==> src/rtl/sfg_pkg.sv <==
package sfg_pkg;
    typedef enum logic [1:0] {
        ST_OFF  = 2'b00,
        ST_RUN  = 2'b01,
        ST_HALT = 2'b10
    } sfg_state_e;

    localparam logic [1:0] WL_8  = 2'b00;
    localparam logic [1:0] WL_16 = 2'b01;
endpackage

==> src/rtl/sfg_fifo.sv <==
module sfg_fifo #(
    parameter int W     = 32,
    parameter int DEPTH = 4
) (
    input  logic         clk,
    input  logic         rst_n,
    input  logic         flush,
    input  logic         wr_en,
    input  logic [W-1:0] wr_data,
    input  logic         rd_en,
    output logic [W-1:0] rd_data,
    output logic         empty,
    output logic         full
);
    localparam int AW = (DEPTH > 1) ? $clog2(DEPTH) : 1;
    localparam int CW = $clog2(DEPTH + 1);
    localparam logic [AW-1:0] LAST = AW'(DEPTH - 1);
    localparam logic [CW-1:0] FULLC = CW'(DEPTH);

    logic [W-1:0]  mem [DEPTH];
    logic [AW-1:0] wptr, rptr;
    logic [CW-1:0] count;
    logic          do_wr, do_rd;

    assign empty   = (count == '0);
    assign full    = (count == FULLC);
    assign do_wr   = wr_en && !full;
    assign do_rd   = rd_en && !empty;
    assign rd_data = mem[rptr];

    always_ff @(posedge clk or negedge rst_n) begin
        if (!rst_n) begin
            wptr  <= '0;
            rptr  <= '0;
            count <= '0;
        end else if (flush) begin
            wptr  <= '0;
            rptr  <= '0;
            count <= '0;
        end else begin
            if (do_wr) wptr <= (wptr == LAST) ? '0 : wptr + 1'b1;
            if (do_rd) rptr <= (rptr == LAST) ? '0 : rptr + 1'b1;
            if (do_wr && !do_rd) count <= count + 1'b1;
            else if (do_rd && !do_wr) count <= count - 1'b1;
        end
    end

    always_ff @(posedge clk) begin
        if (do_wr) mem[wptr] <= wr_data;
    end
endmodule

==> src/rtl/sfg_fmt.sv <==
module sfg_fmt
    import sfg_pkg::*;
#(
    parameter int W = 32
) (
    input  logic [1:0]   wlen,
    input  logic         sext_en,
    input  logic         valid,
    input  logic [W-1:0] din,
    output logic [W-1:0] dout
);
    always_comb begin
        if (!valid) begin
            dout = '0;
        end else begin
            unique case (wlen)
                WL_8:    dout = {{(W-8){sext_en & din[7]}}, din[7:0]};
                WL_16:   dout = {{(W-16){sext_en & din[15]}}, din[15:0]};
                default: dout = din;
            endcase
        end
    end
endmodule

==> src/rtl/sfg_ctrl.sv <==
module sfg_ctrl
    import sfg_pkg::*;
#(
    parameter int W = 32
) (
    input  logic         clk,
    input  logic         rst_n,
    input  logic         mod_on,
    input  logic         ovf_tolerate,
    input  logic         und_tolerate,
    input  logic         rx_strobe,
    input  logic [W-1:0] rx_word,
    input  logic         rx_full,
    input  logic         tx_req,
    input  logic         tx_empty,
    output logic         running,
    output logic         halt,
    output logic         ovf_flag,
    output logic         und_flag,
    output logic [W-1:0] last_rx
);
    sfg_state_e state, state_nx;
    logic ovf_evt, und_evt, fatal;

    assign ovf_evt = (state == ST_RUN) && rx_strobe && rx_full;
    assign und_evt = (state == ST_RUN) && tx_req && tx_empty;
    assign fatal   = (ovf_evt && !ovf_tolerate) || (und_evt && !und_tolerate);

    always_comb begin
        state_nx = state;
        if (!mod_on) begin
            state_nx = ST_OFF;
        end else begin
            unique case (state)
                ST_OFF:  state_nx = ST_RUN;
                ST_RUN:  state_nx = fatal ? ST_HALT : ST_RUN;
                ST_HALT: state_nx = ST_HALT;
                default: state_nx = ST_OFF;
            endcase
        end
    end

    always_ff @(posedge clk or negedge rst_n) begin
        if (!rst_n) state <= ST_OFF;
        else        state <= state_nx;
    end

    always_comb begin
        running = 1'b0;
        halt    = 1'b0;
        unique case (state)
            ST_OFF:  ;
            ST_RUN:  running = 1'b1;
            ST_HALT: halt = 1'b1;
            default: ;
        endcase
    end

    always_ff @(posedge clk or negedge rst_n) begin
        if (!rst_n) begin
            ovf_flag <= 1'b0;
            und_flag <= 1'b0;
            last_rx  <= '0;
        end else if (!mod_on) begin
            ovf_flag <= 1'b0;
            und_flag <= 1'b0;
            last_rx  <= '0;
        end else begin
            if (ovf_evt) ovf_flag <= 1'b1;
            if (und_evt) und_flag <= 1'b1;
            if (state == ST_RUN && rx_strobe) last_rx <= rx_word;
        end
    end
endmodule

==> src/rtl/serfifo_guard.sv <==
module serfifo_guard
    import sfg_pkg::*;
#(
    parameter int W     = 32,
    parameter int DEPTH = 4
) (
    input  logic         clk,
    input  logic         rst_n,
    input  logic         mod_on,
    input  logic [1:0]   wlen,
    input  logic         ovf_tolerate,
    input  logic         und_tolerate,
    input  logic         und_src_sel,
    input  logic         sext_en,
    input  logic [W-1:0] rx_word,
    input  logic         rx_strobe,
    input  logic         tx_empty,
    input  logic [W-1:0] tx_data,
    input  logic         tx_req,
    input  logic [W-1:0] und_word,
    input  logic         rd_en,
    output logic [W-1:0] tx_word,
    output logic         tx_pop,
    output logic         rx_wr_en,
    output logic [W-1:0] rd_data,
    output logic         rx_empty,
    output logic         ovf_flag,
    output logic         und_flag,
    output logic         halt
);
    logic         running;
    logic         rx_full;
    logic [W-1:0] last_rx;
    logic [W-1:0] head;

    sfg_ctrl #(.W(W)) u_ctrl (
        .clk          (clk),
        .rst_n        (rst_n),
        .mod_on       (mod_on),
        .ovf_tolerate (ovf_tolerate),
        .und_tolerate (und_tolerate),
        .rx_strobe    (rx_strobe),
        .rx_word      (rx_word),
        .rx_full      (rx_full),
        .tx_req       (tx_req),
        .tx_empty     (tx_empty),
        .running      (running),
        .halt         (halt),
        .ovf_flag     (ovf_flag),
        .und_flag     (und_flag),
        .last_rx      (last_rx)
    );

    assign rx_wr_en = running && rx_strobe && !rx_full;
    assign tx_pop   = running && tx_req && !tx_empty;

    always_comb begin
        if (!running)      tx_word = '0;
        else if (!tx_empty) tx_word = tx_data;
        else if (und_src_sel) tx_word = und_word;
        else               tx_word = last_rx;
    end

    sfg_fifo #(.W(W), .DEPTH(DEPTH)) u_rxq (
        .clk     (clk),
        .rst_n   (rst_n),
        .flush   (!mod_on),
        .wr_en   (rx_wr_en),
        .wr_data (rx_word),
        .rd_en   (rd_en && mod_on),
        .rd_data (head),
        .empty   (rx_empty),
        .full    (rx_full)
    );

    sfg_fmt #(.W(W)) u_fmt (
        .wlen    (wlen),
        .sext_en (sext_en),
        .valid   (!rx_empty),
        .din     (head),
        .dout    (rd_data)
    );
endmodule

==> config.mk <==
export PLATFORM = sky130hd
export DESIGN_NAME = serfifo_guard
export DESIGN_NICKNAME = d
export VERILOG_FILES = /design/src/rtl/sfg_pkg.sv /design/src/rtl/sfg_fifo.sv /design/src/rtl/sfg_fmt.sv /design/src/rtl/sfg_ctrl.sv /design/src/rtl/serfifo_guard.sv
export SDC_FILE = /design/constraint.sdc
export NUM_CORES = 1
export LEC_CHECK = 0
export CAP_MARGIN = 20
export CORE_ASPECT_RATIO = 0.9
export CORE_UTILIZATION = 35
export CTS_BUF_LIST = sky130_fd_sc_hd__clkbuf_16
export CTS_CLUSTER_SIZE = 8
export DETAILED_ROUTE_END_ITERATION = 6
export MAX_ROUTING_LAYER = met4
export PLACE_DENSITY = 0.62
export SLEW_MARGIN = 30
export SYNTH_ARGS = -nofsm -noshare
export SYNTH_HDL_FRONTEND = slang
export SYNTH_HIERARCHICAL = 1
export SYNTH_SLANG_ARGS = --single-unit
==> constraint.sdc <==
create_clock -name clk -period 4.61 [get_ports clk]
set_input_delay 1.1525 -clock clk [delete_from_list [all_inputs] [get_ports clk]]
set_output_delay 1.1525 -clock clk [all_outputs]
set_load 0.01 [all_outputs]
# Word-level counts from Yosys, hierarchy flattened
# Memories as Yosys holds them, arrays and structs flattened.
# Cells that the tools add are included.
[totals]
reg_bits = 43
mem_bits_rw = 128
inputBits = 109
out_inout_bits = 70
wordCells = 79
n_memories = 1
[classes]
n_addsub = 4
n_eq_ne = 12
mux = 27
bitwise = 2
reduce_logical = 26
[mem_list]
columns = ["name", "words", "word_bits", "read_ports", "rd_ports_with_merged_regs", "wr", "line", "source"]
rows = [
  ["u_rxq.mem", 4, 32, 1, 0, 1, "sfg_fifo.sv:20", "logic [W-1:0] mem [DEPTH];"],
]
[ops]
columns = ["operator", "n"]
rows = [
  ["32-bit 2-to-1 mux", 6],
  ["32-bit case mux with 2 select lines", 1],
  ["2-bit 2-to-1 mux", 8],
  ["1-bit logical AND", 15],
  ["2-bit by 1-bit inequality test with 1-bit output (second input constant)", 5],
  ["3-bit 2-to-1 mux", 3],
  ["1-bit 2-to-1 mux", 8],
  ["1-bit zero test", 7],
  ["2-bit == test (second input constant)", 3],
  ["2-bit case mux with 3 select lines", 1],
  ["2-bit by 1-bit adder with 2-bit output (second input constant)", 2],
  ["2-bit by 1-bit == test with 1-bit output (second input constant)", 2],
  ["2-bit zero test", 2],
  ["3-bit by 1-bit adder with 3-bit output (second input constant)", 1],
  ["3-bit == test (second input constant)", 1],
  ["3-bit zero test", 1],
  ["3-bit by 1-bit inequality test with 1-bit output (second input constant)", 1],
  ["3-bit by 1-bit subtractor with 3-bit output (second input constant)", 1],
  ["1-bit AND", 2],
  ["1-bit logical OR", 1],
]

# Logic depth before layout (Yosys ltp)
[depth]
ltp_word = 10
depth_mapped = 11
mapped_depth_nobuf = 9

# Modules after synthesis
# Netlist, hierarchy kept.
[modules_own_cells]
columns = ["module", "instances", "cells_per_inst", "area_each_um2", "seq_area_each_um2"]
rows = [
  ["sfg_fifo", 1, 229, 5181.2, 4018.9],
  ["sfg_ctrl", 1, 156, 1549.0, 900.9],
  ["serfifo_guard", 1, 116, 790.8, 0.0],
  ["sfg_fmt", 1, 68, 486.7, 0.0],
]

# Worst setup path after synthesis
# No wires, ideal clock.
[synth_timing]
kind = "register to output"
from = "register u_rxq.rptr[0]"
to = "output port rd_data[21]"
arrival_time_ns = 1.848
t_required_ns = 3.458
setup_slack_ns = 1.610
path_stages_with_launch = 7
path_buffers = 3
cell_sequence = "dfrtp_1 -> buf_2 -> buf_2 -> mux4_2 -> mux2i_4 -> buf_6 -> o21ai_2"
[synth_between]
elab_chain_len = 4
elab_cells_between_ends = 5
cone_classes = "mux: 2; bitwise: 2; memory: 1"
[synth_lines]
columns = ["element", "line", "source"]
rows = [
  ["from (decl)", "sfg_fifo.sv:21", "logic [AW-1:0] wptr, rptr;"],
  ["from (signal assigned)", "sfg_fifo.sv:42", "if (do_rd) rptr <= (rptr == LAST) ? '0 : rptr + 1'b1;"],
  ["memory read 4 x 32 bit", "n/a", ""],
  ["named net head[15]", "serfifo_guard.sv:34", "logic [W-1:0] head;"],
  ["1-bit AND", "sfg_fmt.sv:18", "WL_16: dout = {{(W-16){sext_en & din[15]}}, din[15:0]};"],
  ["32-bit case mux with 2 select lines", "sfg_fmt.sv:16", "unique case (wlen)"],
  ["32-bit 2-to-1 mux", "sfg_fmt.sv:13", "if (!valid) begin"],
  ["to (decl)", "serfifo_guard.sv:25", "output logic [W-1:0] rd_data,"],
]
# The timed path passes the listed nets, and every way through them passes these cells.

# Worst setup path in the final report
[layout_timing]
from = "register u_rxq.rptr[0]"
to = "output port rd_data[25]"
[layout_between]
elab_chain_len = 4
elab_cells_between_ends = 5
cone_classes = "mux: 2; bitwise: 2; memory: 1"
[layout_lines]
columns = ["element", "line", "source"]
rows = [
  ["memory read 4 x 32 bit", "n/a", ""],
  ["named net head[7]", "serfifo_guard.sv:34", ""],
  ["1-bit AND", "sfg_fmt.sv:17", "WL_8: dout = {{(W-8){sext_en & din[7]}}, din[7:0]};"],
  ["32-bit case mux with 2 select lines", "sfg_fmt.sv:16", ""],
  ["32-bit 2-to-1 mux", "sfg_fmt.sv:13", ""],
]
# The timed path passes the listed nets, and every way through them passes these cells.

==> qor.tcl <==
set qor(routed-wl-met2_mm) 9.288
set qor(synth-xor-area-share_pct) 0
set qor(ys_seq_area_share_pct) 61.44
set qor(antenna_cells) 0
set qor(number_of_instances_resized_during_post_cts_repair) 0
set qor(pwr-share-seq_pct) 44.4
set qor(timing.hold.worst.class) {reg -> reg}
set qor(met3_wirelength_mm) 1.161
set qor(power.ir.vdd_worst_v) 0.0002414
set qor(yosysUniqueCellTypes) 48
set qor(row_count) 52
set qor(skew_ns) 0.01248
set qor(place_area_mm2) 0.009955
set qor(post_drt_wl_per_cell_um) 19.32
set qor(critical_path_peak_fanout) 20
set qor(combinational_share_of_power_pct) 21.6
set qor(synth.yosys.warnings) 6
set qor(timing.max_cap.violations) 0
set qor(setup_cp_type) {reg -> out}
set qor(layout.cells.most_common) {sky130_fd_sc_hd__clkdlybuf4s50_1}
set qor(avgSynthCellArea_um2) 14.07
set qor(fraction_of_the_mapped_netlist_area_in_compound_gates_pct) 11.02
set qor(first_global_vias) 5396
set qor(setup_viol_count_final) 0
set qor(timing.final.crit_share_pct) 91.78
set qor(slew_violations) 0
set qor(filler_cell_count) 1953
set qor(syn_inst) 569
set qor(syn2layout_area_growth_pct) 31.38
set qor(die_h_um) 145.5
set qor(intPower_w) 0.002922
set qor(route.layer.met1.wl_mm) 9.470
set qor(finalWirelength_mm) 20.19
set qor(design.final.nets) 850
set qor(leakage_nw) 3.698
set qor(synth_top_family_by_area) {multiplexers}
set qor(most_frequent_cells_in_the_layout) {sky130_fd_sc_hd__clkdlybuf4s50_1 (175), sky130_fd_sc_hd__edfxtp_1 (128), sky130_fd_sc_hd__nand2_1 (67)}
set qor(detailedRoute.firstIterationViolations) 438
set qor(fin_setup_tns_ns) 0
set qor(first_pass_grt_wire_length_mm) 30.96
set qor(maxSlewHeadroom_pct) 38.96
set qor(postCtsSetupRepairBufs) 0
set qor(power_density_mw_per_mm2) 378.6
set qor(grt_antenna_before_repair) 0
set qor(grt.total_usage_pct) 18.16
set qor(gp_routability_congestion) 0.8093
set qor(fraction_of_layout_instances_using_a_drive_strength_above_1_pct) 14.44
set qor(ys_ff_latch) 171
set qor(vias) 5349
set qor(status) {complete, no violations}
set qor(adder_cell_share_of_the_synthesized_area_pct) 1.031
set qor(yosys-mux-area-fraction_pct) 13.94
set qor(synth_area_mm2) 0.008008
set qor(placedCellCount) 1013
set qor(drt_pre_antenna_iters) 5
set qor(postRouteAntennaNets) 0
set qor(clock_pin_transition_on_the_worst_setup_and_hold_timing_paths_ns) 0.07
set qor(final_cell_count_no_fill) 1045
set qor(die_outline_area_mm2) 0.02349
set qor(cts_max_level) 4
set qor(dieWidth_um) 161.4
set qor(timing.critical_path.to_type) {output pin}
set qor(finish.instance_area_mm2) 0.01052
set qor(tritoncts) {built}
set qor(timing.fmax_mhz) 236.3
set qor(yosys.area_share.simple_pct) 8.109
set qor(unrepaired_setup_endpoints_after_global_routing) {false}
set qor(cts.hold.buffers_added) 0
set qor(final.min_clock_period_ns) 4.231
set qor(p_sw_share_pct) 26.62
set qor(arrival_ns) 3.08
set qor(numPortBuffers) 178
set qor(cts_inserted_buffers) 17
set qor(maximum_number_of_pins_on_one_net_before_global_route_repair) 44
set qor(floorplan.initialDensity_pct) 35.67
set qor(hold_violations) 0
set qor(clk_latency_ns) 0.43
set qor(net-switching-power_w) 0.001060
set qor(num_io_pins) 179
set qor(via_per_inst) 5.119
set qor(coreArea_mm2) 0.02245
set qor(clkPwrFrac_pct) 34.1
set qor(place_hpwl_mm) 14.22
set qor(overflow) 0
set qor(route.detailed.drc) 0
set qor(cts_num_sinks) 171
set qor(worst_ep_required_time_ns) 3.46
set qor(max_slew.worst_pin.slew_ns) 0.9156
set qor(start_kind) {flop}
set qor(routed.top_layer) {met4}
set qor(cts_max_path_buffers) 2
set qor(synth_fp_nets) 684
set qor(clk_root_buffer_cell) {sky130_fd_sc_hd__clkbuf_16}
[synth_stat cells (all sizes together)]
cell / n / share of area [%]
clkbuf: 9 / 0.48
or4: 1 / 0.094
o21ai: 58 / 4.1
a311oi: 1 / 0.11
inv: 8 / 0.38
o31ai: 1 / 0.094
nor3: 2 / 0.13
a21oi: 36 / 2.2
nor2b: 4 / 0.31
buf: 36 / 3.6
dfrtp: 43 / 13
fa: 1 / 0.25
or3: 1 / 0.078
and3: 4 / 0.38
a21boi: 40 / 3.8
mux2: 2 / 0.28
and3b: 2 / 0.22
nand2: 67 / 3.1
and2: 9 / 0.70
mux2i: 36 / 4.7
o21a: 1 / 0.094
a31oi: 1 / 0.078
nor4bb: 1 / 0.13
nor4b: 1 / 0.11
o311a: 1 / 0.13
a21bo: 1 / 0.13
nor2: 9 / 0.42
mux4: 32 / 9.0
or3b: 1 / 0.14
o31a: 1 / 0.11
nand4bb: 1 / 0.34
a221oi: 1 / 0.19
nand3: 17 / 1.1
nand3b: 4 / 0.58
ha: 5 / 0.78
edfxtp: 128 / 48
nor3b: 3 / 0.28
[critical path, stage by stage, from the launching register on]
cell and delay, ns:
sky130_fd_sc_hd__dfrtp_2 0.76, sky130_fd_sc_hd__mux4_2 0.68, sky130_fd_sc_hd__mux2i_4 0.41, sky130_fd_sc_hd__buf_4 0.25, sky130_fd_sc_hd__o21ai_2 0.07, sky130_fd_sc_hd__clkdlybuf4s50_1 0.48
[registers in the layout, summed over array words and instances (netlist names)]
register and count:
u_ctrl/last_rx 32, u_ctrl/ovf_flag 1, u_ctrl/state 2, u_ctrl/und_flag 1, u_rxq/count 3, u_rxq/mem 128, u_rxq/rptr 2, u_rxq/wptr 2
[metal layers]
metal	up-vias	GRT usage (%)
met3	21	3.135
met2	208	26.68
met5	-	-
met1	2649	25.82
li1	2471	-
met4	0	5.236
[path summary, 6_finish.rpt]
kind,start,end,slack (ns),depth (start not counted)
min in group asynchronous,rst_n,u_ctrl/last_rx[19],0.72,1
hold / removal,u_ctrl/state[1],u_ctrl/state[0],0.52,1
setup / recovery,u_rxq/rptr[0],rd_data[25],0.38,5
setup reg to reg,u_rxq/count[2],u_rxq/count[2],1.88,10
max in group asynchronous,rst_n,u_rxq/rptr[0],3.42,1
hold reg to reg,u_ctrl/state[1],u_ctrl/state[0],0.52,1
[area by class of cell]
class / instances / area, um^2 / area share [%]
clock inverter: 15 / 140.1 / 1.332
tap: 297 / 371.6 / 3.532
timing repair buffer: 192 / 1899 / 18.05
sequential: 171 / 4921 / 46.78
inverter: 8 / 30.03 / 0.2854
multi-input combinational: 345 / 2733 / 25.98
clock buffer: 17 / 425.4 / 4.044
[through the flow]
step,util [%],power (W),setup slack (ns),hold WS [ns]
CTS,46.87,0.004023,0.3058,0.5182
finish,46.87,0.003983,0.3789,0.5154
detailed placement,44.35,0.002666,0.4755,0.5138
global placement,44.34,0.002645,0.5137,0.4925
floorplan,-,0.002247,1.610,0.4546
global route,46.87,0.004144,0.2030,0.5378
[power groups by stage]
stage	Sequential [W]	Clock [W]	Combinational, W
finish	0.00177	0.00136	0.000858
CTS	0.00177	0.00138	0.000872
detailed placement	0.00180	0	0.000866
global placement	0.00180	0	0.000848
floorplan	0.00178	0	0.000472
global route	0.00178	0.00144	0.000930
[logic make-up (layout without fill, tap and decap cells)]
family                     count (synthesis)  count (layout)
adders and majority gates                  6               6
buffers and inverters                     53             232
AOI/OAI and AO/OA                        142             142
muxes                                     70              70
and+or+nand+nor                          127             127
DFF                                      171             171
(Power assumes the default switching activity.)
